$ cat src/rtl/wdt_magic_pkg.sv
package wdt_magic_pkg;

  typedef enum logic [2:0] {
    CAUSE_HARD    = 3'd0,
    CAUSE_TIMEOUT = 3'd1,
    CAUSE_BADSVC  = 3'd2,
    CAUSE_SOFT    = 3'd3,
    CAUSE_USER    = 3'd4
  } cause_e;

  typedef enum logic [1:0] {
    SEL_SOFT = 2'd0,
    SEL_CFG  = 2'd1,
    SEL_SVC1 = 2'd2,
    SEL_SVC2 = 2'd3
  } reg_sel_e;

  localparam logic [31:0] SVC_KEY_A = 32'hABCD_1234;
  localparam logic [31:0] SVC_KEY_B = 32'h4321_DCBA;

endpackage

$ cat src/rtl/wdt_magic_cfg.sv
module wdt_magic_cfg #(
  parameter int DELAY_W = 5
) (
  input  logic               clk,
  input  logic               rst_n,
  input  logic               warm_clr,
  input  logic               cfg_wr,
  input  logic               wr_enable,
  input  logic [DELAY_W-1:0] wr_delay,
  input  logic               good_svc,
  output logic               en,
  output logic [DELAY_W-1:0] delay,
  output logic               start
);

  logic en_q;
  logic stop_pend_q;
  logic [DELAY_W-1:0] delay_q;

  // enable going 0 -> 1 restarts the window
  assign start = cfg_wr && wr_enable && !en_q;

  always_ff @(posedge clk or negedge rst_n) begin
    if (!rst_n) begin
      en_q        <= 1'b0;
      stop_pend_q <= 1'b0;
      delay_q     <= '0;
    end else if (warm_clr) begin
      en_q        <= 1'b0;
      stop_pend_q <= 1'b0;
      delay_q     <= '0;
    end else if (cfg_wr) begin
      delay_q <= wr_delay;
      if (wr_enable) begin
        en_q        <= 1'b1;
        stop_pend_q <= 1'b0;
      end else if (en_q) begin
        stop_pend_q <= 1'b1;
      end
    end else if (good_svc && stop_pend_q) begin
      en_q        <= 1'b0;
      stop_pend_q <= 1'b0;
    end
  end

  assign en    = en_q;
  assign delay = delay_q;

  // enable only drops on a completed service or a request-driven clear
  a_r6_stop_on_service: assert property (@(posedge clk) disable iff (!rst_n)
    $fell(en_q) |-> $past(good_svc || warm_clr));

endmodule

$ cat src/rtl/wdt_magic_svc.sv
module wdt_magic_svc
  import wdt_magic_pkg::*;
#(
  parameter int DATA_W = 32
) (
  input  logic              clk,
  input  logic              rst_n,
  input  logic              warm_clr,
  input  logic              wr,
  input  reg_sel_e          sel,
  input  logic [DATA_W-1:0] wdata,
  input  logic              en,
  output logic              good_svc,
  output logic              bad_svc
);

  logic armed_q;
  logic hit_a, hit_b, key_a_ok, key_b_ok;

  assign hit_a    = wr && (sel == SEL_SVC1);
  assign hit_b    = wr && (sel == SEL_SVC2);
  assign key_a_ok = (wdata == DATA_W'(SVC_KEY_A));
  assign key_b_ok = (wdata == DATA_W'(SVC_KEY_B));

  assign good_svc = hit_b && armed_q && key_b_ok;
  assign bad_svc  = en && ((hit_a && !key_a_ok) || (hit_b && !(armed_q && key_b_ok)));

  // armed only if the most recent write was a correct first key
  always_ff @(posedge clk or negedge rst_n) begin
    if (!rst_n)        armed_q <= 1'b0;
    else if (warm_clr) armed_q <= 1'b0;
    else if (wr)       armed_q <= hit_a && key_a_ok;
  end

  // a store is never both a valid and a bad service
  a_r4_svc_exclusive: assert property (@(posedge clk) disable iff (!rst_n)
    !(good_svc && bad_svc));

endmodule

$ cat src/rtl/wdt_magic_cnt.sv
module wdt_magic_cnt #(
  parameter int DELAY_W = 5,
  parameter int CNT_W   = 1 << DELAY_W
) (
  input  logic               clk,
  input  logic               rst_n,
  input  logic               warm_clr,
  input  logic               reload,
  input  logic               en,
  input  logic [DELAY_W-1:0] delay,
  output logic               expire
);

  logic [CNT_W-1:0] cnt_q;

  // last count of a 2^(d+1)-cycle window
  function automatic logic [CNT_W-1:0] last_count(input logic [DELAY_W-1:0] d);
    logic [CNT_W:0] span;
    span = {{CNT_W{1'b0}}, 1'b1} << (int'(d) + 1);
    return span[CNT_W-1:0] - {{(CNT_W-1){1'b0}}, 1'b1};
  endfunction

  assign expire = en && (cnt_q == last_count(delay));

  always_ff @(posedge clk or negedge rst_n) begin
    if (!rst_n)                  cnt_q <= '0;
    else if (warm_clr || reload) cnt_q <= '0;
    else if (en)                 cnt_q <= cnt_q + 1'b1;
  end

  // a restart leaves the counter at zero
  a_r4_reload_zero: assert property (@(posedge clk) disable iff (!rst_n)
    reload |=> (cnt_q == '0));

  // expiry is a single-cycle event
  a_r3_expire_once: assert property (@(posedge clk) disable iff (!rst_n)
    expire |=> !expire);

endmodule

$ cat src/rtl/wdt_magic_cause.sv
module wdt_magic_cause
  import wdt_magic_pkg::*;
(
  input  logic   clk,
  input  logic   rst_n,
  input  logic   soft_evt,
  input  logic   bad_svc,
  input  logic   expire,
  input  logic   user_rst,
  output logic   warm_clr,
  output logic   rst_req,
  output cause_e cause
);

  logic   user_q, user_evt, any_evt, req_q;
  cause_e cause_q, cause_nxt;

  assign user_evt = user_rst && !user_q;
  assign any_evt  = !req_q && (soft_evt || bad_svc || expire || user_evt);

  always_comb begin
    if (soft_evt)     cause_nxt = CAUSE_SOFT;
    else if (bad_svc) cause_nxt = CAUSE_BADSVC;
    else if (expire)  cause_nxt = CAUSE_TIMEOUT;
    else              cause_nxt = CAUSE_USER;
  end

  always_ff @(posedge clk or negedge rst_n) begin
    if (!rst_n) begin
      user_q  <= 1'b0;
      req_q   <= 1'b0;
      cause_q <= CAUSE_HARD;
    end else begin
      user_q <= user_rst;
      req_q  <= any_evt;
      if (any_evt) cause_q <= cause_nxt;
    end
  end

  assign warm_clr = any_evt;
  assign rst_req  = req_q;
  assign cause    = cause_q;

  // request is a one-cycle pulse
  a_r9_single_pulse: assert property (@(posedge clk) disable iff (!rst_n)
    req_q |=> !req_q);

  // soft reset wins and records code 3
  a_r7_soft_cause: assert property (@(posedge clk) disable iff (!rst_n)
    (soft_evt && !req_q) |=> (req_q && cause_q == CAUSE_SOFT));

  // bad service records code 2
  a_r5_bad_cause: assert property (@(posedge clk) disable iff (!rst_n)
    (bad_svc && !soft_evt && !req_q) |=> (req_q && cause_q == CAUSE_BADSVC));

endmodule

$ cat src/rtl/wdt_magic.sv
module wdt_magic
  import wdt_magic_pkg::*;
#(
  parameter int DATA_W  = 32,
  parameter int DELAY_W = 5,
  parameter int ADDR_W  = 4
) (
  input  logic              clk,
  input  logic              rst_n,
  input  logic              wr_en,
  input  logic [ADDR_W-1:0] addr,
  input  logic [DATA_W-1:0] wdata,
  output logic [DATA_W-1:0] rdata,
  input  logic              user_rst,
  output logic              rst_req
);

  localparam int CNT_W  = 1 << DELAY_W;
  localparam int EN_BIT = DATA_W - 1;

  reg_sel_e           sel;
  logic               aligned, wr;
  logic               cfg_wr, soft_evt;
  logic               en, start, good_svc, bad_svc, expire, warm_clr;
  logic [DELAY_W-1:0] delay;
  cause_e             cause;

  assign aligned  = (addr[1:0] == 2'b00);
  assign sel      = reg_sel_e'(addr[3:2]);
  assign wr       = wr_en && aligned;
  assign cfg_wr   = wr && (sel == SEL_CFG);
  assign soft_evt = wr && (sel == SEL_SOFT) && wdata[0];

  wdt_magic_cfg #(.DELAY_W(DELAY_W)) u_cfg (
    .clk(clk), .rst_n(rst_n), .warm_clr(warm_clr), .cfg_wr(cfg_wr),
    .wr_enable(wdata[EN_BIT]), .wr_delay(wdata[DELAY_W-1:0]),
    .good_svc(good_svc), .en(en), .delay(delay), .start(start)
  );

  wdt_magic_svc #(.DATA_W(DATA_W)) u_svc (
    .clk(clk), .rst_n(rst_n), .warm_clr(warm_clr), .wr(wr), .sel(sel),
    .wdata(wdata), .en(en), .good_svc(good_svc), .bad_svc(bad_svc)
  );

  wdt_magic_cnt #(.DELAY_W(DELAY_W), .CNT_W(CNT_W)) u_cnt (
    .clk(clk), .rst_n(rst_n), .warm_clr(warm_clr), .reload(start || good_svc),
    .en(en), .delay(delay), .expire(expire)
  );

  wdt_magic_cause u_cause (
    .clk(clk), .rst_n(rst_n), .soft_evt(soft_evt), .bad_svc(bad_svc),
    .expire(expire), .user_rst(user_rst), .warm_clr(warm_clr),
    .rst_req(rst_req), .cause(cause)
  );

  always_comb begin
    rdata = '0;
    if (aligned) begin
      unique case (sel)
        SEL_CFG:  rdata = {en, {(DATA_W-1-DELAY_W){1'b0}}, delay};
        SEL_SVC1: rdata = {{(DATA_W-3){1'b0}}, cause};
        default:  rdata = '0;
      endcase
    end
  end

endmodule

$ cat config.mk
export PLATFORM = sky130hd
export DESIGN_NAME = wdt_magic
export DESIGN_NICKNAME = d
export VERILOG_FILES = /design/src/rtl/wdt_magic_pkg.sv /design/src/rtl/wdt_magic_cfg.sv /design/src/rtl/wdt_magic_svc.sv /design/src/rtl/wdt_magic_cnt.sv /design/src/rtl/wdt_magic_cause.sv /design/src/rtl/wdt_magic.sv
export SDC_FILE = /design/constraint.sdc
export NUM_CORES = 1
export LEC_CHECK = 0
export CORE_MARGIN = 3
export CORE_UTILIZATION = 48
export CTS_CLUSTER_SIZE = 10
export DETAILED_ROUTE_END_ITERATION = 10
export GPL_TIMING_DRIVEN = 0
export PLACE_DENSITY = 0.77
export RECOVER_POWER = 100
export SLEW_MARGIN = 0
export SYNTH_ARGS = -nofsm -noshare
export SYNTH_HDL_FRONTEND = slang
export SYNTH_SLANG_ARGS = --single-unit
$ cat constraint.sdc
create_clock -name clk -period 3 [get_ports clk]
set_input_delay 0.75 -clock clk [delete_from_list [all_inputs] [get_ports clk]]
set_output_delay 0.75 -clock clk [all_outputs]
set_load 0.02 [all_outputs]
== Yosys cells after proc, flatten, opt, wreduce, memory -nomap -nowiden ==
Index checks and enable logic that the tools add are counted.
W data, S select, Z words.

* Add/sub/neg operators: 3
* Multiply operators: 0
* Divide/modulo/power cells: 0
* Order comparisons: 0
* Equality and inequality tests: 8
* Shift-type cells: 1
* Mux-type cells: 19
* Bitwise gates (word level): 0
* Reductions and logical operators: 38

{| class="wikitable"
|+ Operators by type and width
! operator !! number
|-
| $mux W32 || 3
|-
| $pmux W32 S2 || 1
|-
| $add A32 B1 Y32 const B || 1
|-
| $eq A32 B31 Y1 const B || 1
|-
| $eq A32 B32 Y1 || 1
|-
| $eq A32 B32 Y1 const B || 1
|-
| $shl A1 B32 Y32 const A || 1
|-
| $sub A32 B1 Y32 const B || 1
|-
| $logic_and A1 B1 Y1 || 19
|-
| $mux W1 || 10
|-
| $mux W5 || 2
|-
| $mux W3 || 3
|-
| $add A5 B1 Y6 const B || 1
|-
| $logic_or A1 B1 Y1 || 6
|-
| $reduce_bool A2 Y1 || 3
|-
| $logic_not A1 Y1 || 5
|-
| $eq A2 B2 Y1 const B || 2
|-
| $logic_not A2 Y1 || 2
|-
| $ne A4 B3 Y1 const B || 1
|-
| $reduce_and A2 Y1 || 2
|-
| $ne A3 B2 Y1 const B || 1
|-
| $reduce_bool A3 Y1 || 1
|-
| $eq A2 B1 Y1 const B || 1
|}

* Bits in registers: 45
* Latch bits: 0
* Bits in writable memories: 0
* ROM bits: 0
* Input port bits: 40
* Memories kept: 0

== Depth between registers and ports, before layout ==
Gate-level depths: netlist of the first run.

* Word-level depth: 12
* Depth in mapped cells: 15
* Depth with buffers taken out: 12

== By module ==
Synthesis of the first run repeated with hierarchy kept, for this count alone.

* Cells, all modules: 457
* Area, all modules: 3768.6 um2

{| class="wikitable"
|+ Modules (own cells, without submodules)
! module !! times used !! cells each !! area each (um2) !! seq. area each (um2)
|-
| wdt_magic_cnt || 1 || 337 || 2646.3 || 800.8
|-
| wdt_magic || 1 || 48 || 351.6 || 0.0
|-
| wdt_magic_cfg || 1 || 27 || 301.5 || 175.2
|-
| wdt_magic_svc || 1 || 26 || 247.7 || 25.0
|-
| wdt_magic_cause || 1 || 19 || 221.5 || 125.1
|}

== Worst setup path after synthesis of the first run ==
No wires, ideal clock.

* Path kind: register to register
* From: register u_cfg.delay_q[2], in the netlist u_cfg.delay[2]
* To: register u_cnt.cnt_q[0]
* Setup time: 134 ps
* Arrival: 3117 ps
* Slack: -251 ps
* Stages on the path, launching flop included: 14
* Period minus slack after synthesis: 3251 ps
* Cell sequence: dfrtp_1 > or3_1 > nor3_1 > inv_1 > ha_1 > nand2_1 > a21boi_0 > a21oi_1 > or4_1 > a211oi_2 > o2111ai_1 > o21ai_4 > buf_6 > nor3_1

* Cells in the longest elaborated chain, start to end: 10
* Elaborated cells on any way between the ends: 11
* Those cells by class: add/sub: 2; eq/ne: 1; shift: 1; mux: 1; reduce/logical: 6

{| class="wikitable"
|+ RTL lines
! element !! RTL line !! RTL
|-
| from (decl) || wdt_magic_cfg.sv:18 || <nowiki>logic [DELAY_W-1:0] delay_q;</nowiki>
|-
| from (signal assigned) || wdt_magic_cfg.sv:33 || <nowiki>delay_q <= wr_delay;</nowiki>
|-
| $add A5 B1 Y6 * || wdt_magic_cnt.sv:19 || <nowiki>span = {{CNT_W{1'b0}}, 1'b1} << (int'(d) + 1);</nowiki>
|-
| $shl A1 B32 Y32 * || wdt_magic_cnt.sv:19 ||
|-
| $sub A32 B1 Y32 * || wdt_magic_cnt.sv:20 || <nowiki>return span[CNT_W-1:0] - {{(CNT_W-1){1'b0}}, 1'b1};</nowiki>
|-
| $eq A32 B32 Y1 * || wdt_magic_cnt.sv:23 || <nowiki>assign expire = en && (cnt_q == last_count(delay));</nowiki>
|-
| $logic_and A1 B1 Y1 * || wdt_magic_cnt.sv:23 ||
|-
| $logic_or A1 B1 Y1 * (2 in series) || wdt_magic_cause.sv:19 || <nowiki>assign any_evt = !req_q && (soft_evt || bad_svc || expire || user_evt);</nowiki>
|-
| $logic_and A1 B1 Y1 * || wdt_magic_cause.sv:19 ||
|-
| $logic_or A1 B1 Y1 * || wdt_magic_cnt.sv:27 || <nowiki>else if (warm_clr || reload) cnt_q <= '0;</nowiki>
|-
| $mux W32 or $reduce_bool A2 Y1 (tied branches) || n/a ||
|-
| to (signal assigned) || wdt_magic_cnt.sv:28 || <nowiki>else if (en) cnt_q <= cnt_q + 1'b1;</nowiki>
|-
| to (decl) || wdt_magic_cnt.sv:14 || <nowiki>logic [CNT_W-1:0] cnt_q;</nowiki>
|}

Every way passes the cells marked *; elsewhere a longest branch is shown, timed or not.
A chain may end at the register's enable or synchronous reset.

== Worst setup path after layout of the first run ==
* From: register u_cfg.delay_q[2], in the netlist u_cfg.delay[2]
* To: register u_cnt.cnt_q[29]

Same word-level chain as after synthesis.

==> run summary, run 1 <==
CTS Sinks -> 45
synthesized area -> 3920 um^2
Post-DP HPWL -> 9.06 mm
final RePlAce weighted congestion -> 0.982
TritonRoute pass-1 iters -> 4
Post-Synth XOR/XNOR Area -> 10.5%
# setup viols final -> 44
Die Span Y -> 96.4 um
sequential fraction of the synthesis area -> 28.7%
Die X -> 96.4 um
Final Worst Setup Slack -> -0.388 ns
adder and majority gate portion of the synthesized area -> 1.92%
mean post-synth cell area -> 7.79 um^2
setup TNS -> -15.48 ns
Syn Inst Count -> 503
worst slack, placed -> -0.786 ns
main combinational cell family by area after synthesis -> simple AND/OR/NAND/NOR gates
clk buf depth -> 2
Cell Int Power -> 0.00100 W
Wirelength per Cell -> 17.7 um
Slew Viols, Final -> 41
largest net degree at the start of global routing -> 41
Power Dens Cells -> 298 nW/um^2
CP Data Arrival Time -> 3.54 ns
CP max stage cell -> or4_1
mux contribution to synthesized area -> 1.34%
Worst Skew -> 0.00597 ns
number of synthesized flops with an enable pin -> 0
VDD IR max -> 0.193 mV
Diodes inserted -> 0
RSZ-0062 raised after global routing -> yes
Synth Area in Compound Gates -> 16.0%
initial antenna violation count -> 0
vias in the first global route -> 3832
min-delay worst type -> input port to asynchronous set/reset pin
Leak Pwr -> 2.03 nW
Synth top cells by count -> 53 x nand2_1, 45 x dfrtp_1, 45 x nor2_1
Worst Path Max Fanout -> 8
Clock transition at path regs -> 0.08 ns
CTS buffer count -> 5
dominant cell by count in the synthesized netlist -> nand2_1
FMAX -> 295 MHz
top-area cell type share of the netlist area -> 28.7%
failing checks -> capacitance limit, slew limit, setup timing
Placed Area -> 4640 um^2
clock insertion delay at the later pin of the skew report -> 0.30 ns
GRT overflow -> 0
die area -> 9290 um^2
switching component of the power -> 0.000470 W
antenna-violating nets left -> 0
non-filler cells, final -> 697
Fin. Hold Viols -> 0
Flop pwr share -> 43.3%
MaxCap Viol Count -> 1
Synth Flop Type -> dfrtp_1
crit path capture type -> flop
drt initial violations -> 454
H-tree depth -> 2
top post-synthesis cells by area -> dfrtp_1 29%, nor3_1 5.4%, xnor2_1 5.4%, xor2_1 5.1%, nand2_1 5.1%
I/O pins -> 73
placed cells -> 677
final core utilization -> 63.4%
Yosys Warn Count -> 0
status -> complete, but fails checks
flops & latches, synth -> 45
critical path, cell by cell -> or3_4, nor3_4, inv_2, ha_4, nand2_2, a21boi_2, a21oi_1, or4_1, a211oi_2, o2111ai_2, o21ai_4, buf_12, buf_8, nor3_1
Layout Area Growth over Synthesis -> 26.2%
Post-route DRC -> 0
IO Port Bufs -> 46
Core Area -> 7810 um^2
vias -> 4207
crit path launch type -> flop
Tcrit/Tclk final -> 113%
Clk Tree Root Cell -> clkbuf_8
Nets -> 641
Largest stage delay, worst path -> 0.55 ns
fin area -> 4950 um^2
CP Class -> flop to flop
TritonCTS clock tree -> built
Worst EP required -> 3.15 ns
share of layout cells above drive strength 1 -> 16.3%
post-synthesis simple-gate area fraction -> 30.9%
clock power share -> 26.2%
Total GRT Usage -> 27.3%
WL final -> 12.3 mm
routed vias/inst -> 6.04
first-pass GRT wire length -> 19.5 mm
Rows -> 32
Slew HR -> -39.6%
worst slew pin tran -> 2.09 ns
Synth area leader -> dfrtp_1
Logic pwr share -> 30.5%
Sw Share -> 31.9%
post-layout min period -> 3.39 ns
Unique masters post-synth -> 65
asr flop ratio synth -> 100%
initial core utilization -> 50.2%
repair_timing:
item                                    in CTS  in global routing
setup buffers                                5                  6
hold buffers                                 0                  0
pin swaps                                    6                  9
endpoints found under the setup margin      50                 50
gates resized for setup                     36                 25
gates cloned                                 2                  0
worst paths after layout:
kind,slack [ns],start,depth (start not counted),to
max,-0.39,u_cfg.delay[2],14,u_cnt.cnt_q[29]
min,0.29,rst_n,1,u_cnt.cnt_q[28]
max reg2reg,-0.39,u_cfg.delay[2],14,u_cnt.cnt_q[29]
min reg2reg,0.56,u_cause.cause[1],2,u_cause.cause[1]
max in group asynchronous,0.30,rst_n,2,u_cfg.delay[3]
min in group clk,0.56,u_cause.cause[1],2,u_cause.cause[1]
flip-flops by register name (all words and copies together), names as in the netlist:
signal / cells
u_svc.armed_q: 1
u_cause.user_q: 1
u_cfg.stop_pend_q: 1
u_cause.rst_req: 1
u_cause.cause: 3
u_cnt.cnt_q: 32
u_cfg.delay: 5
u_cfg.en: 1
layout make-up:
type | count | area, um^2
tap | 102 | 128
buffer | 60 | 395
sequential | 45 | 1130
fill | 698 | 2860
timing repair buffer | 60 | 556
clock inverter | 1 | 7.51
clock buffer | 6 | 82.6
multi-input combinational | 412 | 2610
inverter | 11 | 41.3
cells in the final DEF (no fill, tap or decap), types with 9 or more instances in the layout:
master,n
a21oi_1,19
and3_1,13
buf_2,11
buf_4,40
clkbuf_1,16
clkdlybuf4s50_1,36
conb_1,27
dfrtp_1,42
inv_1,9
nand2_1,52
nand3_1,20
nand4_1,16
nor2_1,45
nor3_1,36
o21ai_0,17
xnor2_1,24
xor2_1,23
power groups by stage:
stage	registers (W)	logic (W)	clock network [W]
finish	0.000637	0.000449	0.000386
global route	0.000639	0.000486	0.000414
CTS	0.000636	0.000430	0.000389
detailed placement	0.000649	0.000395	0
global placement	0.000649	0.000390	0
floorplan	0.000643	0.000258	0
worst max-delay path: cells and delay by family (launching register included):
family | cells | cell delay, ns
flops | 1 | 0.45
simple gates | 5 | 1.26
fa+ha+maj | 1 | 0.19
compound gates | 5 | 0.98
buf+inv | 3 | 0.35
cells by family (layout without fill, tap and decap cells):
kind of cell | count (synthesis) | after routing
muxes | 5 | 5
DFF | 45 | 45
xor gates and xnor gates | 47 | 47
AOI/OAI and AO/OA | 91 | 91
and+or+nand+nor | 236 | 236
buffers and inverters | 71 | 138
other | 2 | 27
adders and majority gates | 6 | 6
metrics by stage:
step                total power, W  hold slack (ns)
detailed placement         0.00104            0.549
finish                     0.00147            0.289
floorplan                 0.000901            0.454
global placement           0.00104            0.542
CTS                        0.00145            0.271
global route               0.00154            0.307
metal layers:
layer,track usage (%),up-vias,part of all wire [%]
li1,-,1939,-
met1,35.6,1952,40
met2,45.3,274,46
met3,6.27,42,10
met4,7.94,0,3.1
met5,0,-,0
(Power assumes the default switching activity.)
==> run 2, diff against run 1 <==
Settings changed: GPL_TIMING_DRIVEN 0 to not set.
==> run 2 against run 1 <==
Compared with the run above: the flow finishes with violations (setup timing); cell area grew 3.3%; global-route usage grew 0.25 points; cell count shrank 1.4%; clock skew grew 0.0064 ns; highest routed layer unchanged.
==> run summary, run 2 (same netlist as run 1, synthesis figures left out) <==
reg2reg end -> u_cnt.cnt_q[2]
CP Capture Point -> u_cnt.cnt_q[2]
CP Data Arrival Time -> 3.61 ns
Total GRT Usage -> 27.5%
reg2reg start -> u_cfg.delay[3]
Diodes inserted -> 0
WL final -> 12.6 mm
worst slew pin tran -> 1.15 ns
first-pass GRT wire length -> 19.9 mm
Seq. cell area -> 1130 um^2
Nets -> 630
commonest cells after routing, fill and taps aside -> 52 x nand2_1, 50 x buf_4, 45 x dfrtp_1, 42 x nor2_1, 37 x clkdlybuf4s50_1
Core Area -> 7810 um^2
initial core utilization -> 50.2%
Tcrit/Tclk final -> 114%
IO Port Bufs -> 46
non-filler cells, final -> 687
Fin. Hold Viols -> 0
vias -> 4211
largest reg by FF count -> u_cnt.cnt_q
initial antenna violation count -> 0
CP Launch Point -> u_cfg.delay[3]
wire length on met3 -> 1.16 mm
Top delay family on crit path -> simple AND/OR/NAND/NOR gates
CP max stage cell -> or4_4
Worst Path Max Fanout -> 8
VDD IR max -> 0.196 mV
Post-DP HPWL -> 8.19 mm
placed cells -> 662
final RePlAce weighted congestion -> 1.03
CP Class -> flop to flop
H-tree depth -> 2
number of fill cells -> 643
crit path capture type -> flop
r2r setup slk -> -0.41 ns
post-layout min period -> 3.41 ns
MaxCap Viol Count -> 0
routed vias/inst -> 6.13
min-delay worst type -> flop to flop
# setup viols final -> 44
TritonCTS clock tree -> built
Multi-input gate area -> 2720 um^2
failing checks -> setup timing
max reg flops -> 32
drt initial violations -> 387
antenna-violating nets left -> 0
FMAX -> 293 MHz
Layout Area Growth over Synthesis -> 30.4%
met2 WL -> 6.14 mm
GRT overflow -> 0
fin area -> 5110 um^2
Slew HR -> 23.5%
RSZ-0062 raised after global routing -> yes
vias in the first global route -> 4095
Post-CTS Hold Buffers -> 0
I/O pins -> 73
Final Worst Setup Slack -> -0.413 ns
CTS buffer count -> 5
Clock transition at path regs -> 0.08 ns
Post-route DRC -> 0
CTS Sinks -> 45
wl on met1 -> 4.85 mm
Power Dens Cells -> 306 nW/um^2
CP Depth -> 14
largest net degree at the start of global routing -> 46
Worst Skew -> 0.0124 ns
Rows -> 32
clk buf depth -> 2
Wirelength per Cell -> 18.3 um
Worst Hold Path Cells -> 2
Leak Pwr -> 2.06 nW
Placed Area -> 4630 um^2
most common cell after layout, fill and taps aside -> nand2_1
Largest stage delay, worst path -> 0.55 ns
Clk Tree Root Cell -> clkbuf_8
Worst EP required -> 3.20 ns
crit path launch type -> flop
Slew Viols, Final -> 0
clock insertion delay at the later pin of the skew report -> 0.31 ns
Die X -> 96.4 um
share of layout cells above drive strength 1 -> 20.9%
worst path bufs/invs -> 3
die area -> 9290 um^2
critical path, cell by cell -> or3_4, nor3_4, inv_2, ha_4, nor2_4, a21boi_2, and3_1, or4_4, a211oi_4, o2111ai_4, o21ai_4, buf_6, buf_12, nor3_2
TritonRoute pass-1 iters -> 6
top layer in use -> met4
R2R depth -> 14
status -> complete, but fails checks
Die Span Y -> 96.4 um
==> run 2: cell count changes in the layout (fill, tap and decap cells not counted), moves of 3 or more <==
cell and change:
clkbuf_1 -15, nor3_1 -9, buf_6 +4, clkbuf_2 +3, buf_4 +10, dfrtp_1 +3, a21oi_1 -7, nor2_4 +3
buf_2 -11, nor2_1 -3, nor3_2 +10, a21oi_2 +6, dfrtp_2 -3, buf_8 -3
==> run 2: worst min path at each step <==
stage | start | to | slack, ns
after floorplan | rst_n | u_cause.cause[0] | 0.45
after global placement | u_cause.cause[1] | u_cause.cause[1] | 0.53
after detailed placement | u_cause.cause[1] | u_cause.cause[1] | 0.54
after CTS | u_cause.cause[1] | u_cause.cause[1] | 0.56
after global routing | u_svc.armed_q | u_svc.armed_q | 0.59
final | u_svc.armed_q | u_svc.armed_q | 0.57
==> run 2: power breakdown <==
| group | switching, W | internal, W | total, W | leakage, nW |
|---|---|---|---|---|
| combinational | 0.000275 | 0.000250 | 0.000525 | 1.39 |
| sequential | 0.0000161 | 0.000618 | 0.000634 | 0.619 |
| clock | 0.000219 | 0.000187 | 0.000406 | 0.0512 |
| total | 0.000511 | 0.00106 | 0.00157 | 2.06 |
==> run 2: what timing repair did <==
| item | in CTS | in global routing |
|---|---|---|
| endpoints found under the setup margin | 50 | 50 |
| pin swaps | 11 | 19 |
| gates resized for setup | 42 | 39 |
| buffers inserted | 10 | 8 |
| gates cloned | 3 | 1 |
==> run 2: final cells by class <==
type | instances | area share (%)
clock buffer | 6 | 1.62
clock inverter | 2 | 0.269
inverter | 11 | 0.808
multi-input combinational | 412 | 53.1
sequential | 45 | 22.0
tap | 102 | 2.50
timing repair buffer | 109 | 19.7
==> run 2: layer usage <==
layer / GRT usage, % / vias up
li1: - / 1921
met4: 9.11 / 0
met1: 35.2 / 1974
met5: 0 / -
met2: 47.5 / 266
met3: 4.34 / 50
==> run 2: stage by stage <==
| stage | worst slack (ns) | TNS (ns) | hold WS [ns] | utilization, % | total power [W] |
|---|---|---|---|---|---|
| final | -0.413 | -16.80 | 0.571 | 65.5 | 0.00157 |
| after global routing | -0.497 | -20.71 | 0.591 | 65.5 | 0.00163 |
| after CTS | -0.270 | -9.74 | 0.562 | 63.7 | 0.00150 |
| after detailed placement | -0.428 | -15.81 | 0.544 | 59.3 | 0.00105 |
| after global placement | -0.377 | -15.82 | 0.529 | 59.3 | 0.00104 |
| after floorplan | 0.00760 | 0 | 0.454 | - | 0.000901 |
==> run 2: worst reg2reg max path: cells and delay by family (launching register included) <==
kind | cells | cell delay (ns)
buf+inv | 3 | 0.39
fa+ha+maj | 1 | 0.21
simple gates | 6 | 1.53
compound gates | 4 | 0.79
flops | 1 | 0.40
==> run 3, diff against run 2 <==
Settings changed: ABC_AREA set to 1, CORE_UTILIZATION 48 to 45, PLACE_DENSITY 0.77 to 0.71.
==> run 3 against run 2 <==
Compared with the run above: the flow now finishes without violations; worst setup slack better by 0.44 ns; power fell by 2.9%; clock skew increased by 0.0027 ns; first-iteration DRC count is 4.7% lower; critical path type unchanged.
==> run summary, run 3 <==
Tcrit/Tclk final -> 99.0%
mean post-synth cell area -> 6.40 um^2
sequential fraction of the synthesis area -> 23.8%
VDD IR max -> 0.362 mV
Synth Flop Type -> dfrtp_1
Fin. Hold Viols -> 0
CTS Sinks -> 45
vias -> 4971
clock insertion delay at the later pin of the skew report -> 0.31 ns
Post-route DRC -> 0
Slew HR -> 24.9%
die area -> 11800 um^2
clk buf depth -> 2
total power -> 0.00152 W
share of layout cells above drive strength 1 -> 21.4%
initial antenna violation count -> 0
MaxCap Viol Count -> 0
max reg flops -> 32
GRT overflow -> 0
first-pass GRT wire length -> 22.2 mm
Syn Inst Count -> 738
CP Data Arrival Time -> 3.16 ns
Synth top cells by count -> 188 x nand2_1, 83 x inv_1, 78 x nor2_1
worst slew pin tran -> 1.13 ns
TritonRoute pass-1 iters -> 7
r2r setup slk -> 0.03 ns
initial core utilization -> 47.3%
vias in the first global route -> 4667
synthesized area -> 4730 um^2
WL final -> 13.5 mm
Power Dens Cells -> 262 nW/um^2
flops & latches, synth -> 45
Leak Pwr -> 2.71 nW
IO Port Bufs -> 46
largest reg by FF count -> u_cnt.cnt_q
antenna-violating nets left -> 0
I/O pins -> 73
Min Hold Slack -> 0.500 ns
H-tree depth -> 2
Synth area leader -> dfrtp_1
asr flop ratio synth -> 100%
Clock transition at path regs -> 0.08 ns
Total GRT Usage -> 23.7%
min-delay worst type -> flop to flop
Post-CTS Hold Buffers -> 0
Unique masters post-synth -> 39
number of fill cells -> 983
setup TNS -> 0 ns
Core Area -> 10000 um^2
largest net degree at the start of global routing -> 46
dominant cell by count in the synthesized netlist -> nand2_1
R2R depth -> 21
non-filler cells, final -> 970
top post-synthesis cells by area -> dfrtp_1 24%, nand2_1 15%, nand3_1 8.2%, xor2_1 6.7%, inv_1 6.6%
Die X -> 108 um
reg2reg start -> u_cfg.delay[0]
Layout Area Growth over Synthesis -> 23.0%
crit path capture type -> flop
Slew Viols, Final -> 0
CP Capture Point -> u_cnt.cnt_q[13]
commonest cells after routing, fill and taps aside -> 181 x nand2_1, 83 x inv_1, 75 x nand3_1, 71 x nor2_1, 55 x buf_4
most common cell after layout, fill and taps aside -> nand2_1
Wirelength per Cell -> 14.0 um
RSZ-0062 raised after global routing -> yes
Worst Path Max Fanout -> 6
post-layout min period -> 2.97 ns
CP Class -> flop to flop
drt initial violations -> 369
routed vias/inst -> 5.12
Nets -> 882
Clk Tree Root Cell -> clkbuf_8
Worst EP required -> 3.19 ns
Rows -> 36
Post-DP HPWL -> 11.1 mm
placed cells -> 950
final RePlAce weighted congestion -> 0.963
CTS buffer count -> 5
FMAX -> 337 MHz
reg2reg end -> u_cnt.cnt_q[13]
number of synthesized flops with an enable pin -> 0
Diodes inserted -> 0
crit path launch type -> flop
status -> finished clean
Worst Skew -> 0.0151 ns
TritonCTS clock tree -> built
Yosys Warn Count -> 0
CP Launch Point -> u_cfg.delay[0]
# setup viols final -> 0
top-area cell type share of the netlist area -> 23.8%
Die Span Y -> 108 um
[run 3: cell types whose count changed after synthesis, sizes merged, moves of 14 or more]
| cell | before | now |
|---|---|---|
| nand2 | 53 | 199 |
| nor2 | 45 | 127 |
| inv | 11 | 95 |
| clkbuf | 15 | 1 |
| nand3 | 20 | 80 |
| nand4 | 16 | 35 |
| xnor2 | 24 | 3 |
| nor3 | 42 | 26 |
[run 3: logic make-up (layout without fill, tap and decap cells)]
family / after synthesis / in the layout / synth area share, %
and+or+nand+nor: 482 / 482 / 49.2
xor gates and xnor gates: 39 / 39 / 7.23
buffers and inverters: 139 / 213 / 15.0
muxes: 1 / 1 / 0.212
AOI/OAI and AO/OA: 24 / 24 / 2.73
adders and majority gates: 6 / 6 / 1.59
DFF: 45 / 45 / 23.8
other: 2 / 27 / 0.159
[run 3: worst min path at each step]
stage / from / cells past startpoint / endpoint / slack, ns
2_1_floorplan: u_cause.cause[1] / 2 / u_cause.cause[1] / 0.44
3_3_place_gp: u_cfg.stop_pend_q / 2 / u_cfg.stop_pend_q / 0.47
3_5_place_dp: u_cfg.stop_pend_q / 2 / u_cfg.stop_pend_q / 0.48
4_1_cts: u_cause.cause[1] / 2 / u_cause.cause[1] / 0.50
5_1_grt: u_cfg.stop_pend_q / 2 / u_cfg.stop_pend_q / 0.51
6_report: u_cause.cause[0] / 2 / u_cause.cause[0] / 0.50
[run 3: per-layer routing]
layer	track usage [%]	up-vias	share of wire, %
met5	0	-	0
met4	7.12	0	2.4
met3	2.69	26	4.7
met2	40.1	171	48
met1	31.7	2272	45
li1	-	2502	-
[run 3: metrics by stage]
step                      cell area, um^2  worst slack (ns)  util [%]
final                                5810            0.0312      58.1
after global routing                 5810            -0.194      58.1
after CTS                            5600          0.000884      56.0
after detailed placement             5510            -0.312      55.1
after global placement               5510            -0.244      55.1
after floorplan                      4820             0.322         -
[run 3: where the power goes]
| part | internal [W] | switching, W |
|---|---|---|
| clock | 0.000164 | 0.000215 |
| combinational | 0.000209 | 0.000298 |
| sequential | 0.000618 | 0.0000156 |
[run 3: cell type report]
class | count | area, um^2 | share of cell area (%)
clock buffer | 6 | 72.6 | 1.25
clock inverter | 2 | 15.0 | 0.258
inverter | 96 | 368 | 6.33
multi-input combinational | 579 | 3090 | 53.2
sequential | 45 | 1130 | 19.4
tap | 133 | 166 | 2.86
timing repair buffer | 109 | 968 | 16.7
[run 3: worst max-delay path, stage by stage (launching register included)]
cell       delay, ns
dfrtp_2         0.48
nor2_4          0.13
nand4_1         0.14
ha_2            0.37
nor2_2          0.04
nor2_1          0.09
nand2_1         0.06
nor2_1          0.09
nand2_1         0.07
nor2_1          0.09
nand3_1         0.07
nor2_1          0.10
nand2_1         0.10
nor2_2          0.13
nand3_2         0.13
nor2_4          0.17
nand3_4         0.09
nand2_4         0.10
nor2_8          0.04
nand3_4         0.15
clkbuf_16       0.18
nor2_2          0.03
[run 3: what timing repair did]
| action | 4_1_cts | 5_1_grt |
|---|---|---|
| setup buffers | 0 | 11 |
| gates resized for setup | 15 | 43 |
| setup endpoints to repair | 49 | 50 |
| gates cloned | 0 | 1 |
| pin swaps | 0 | 12 |
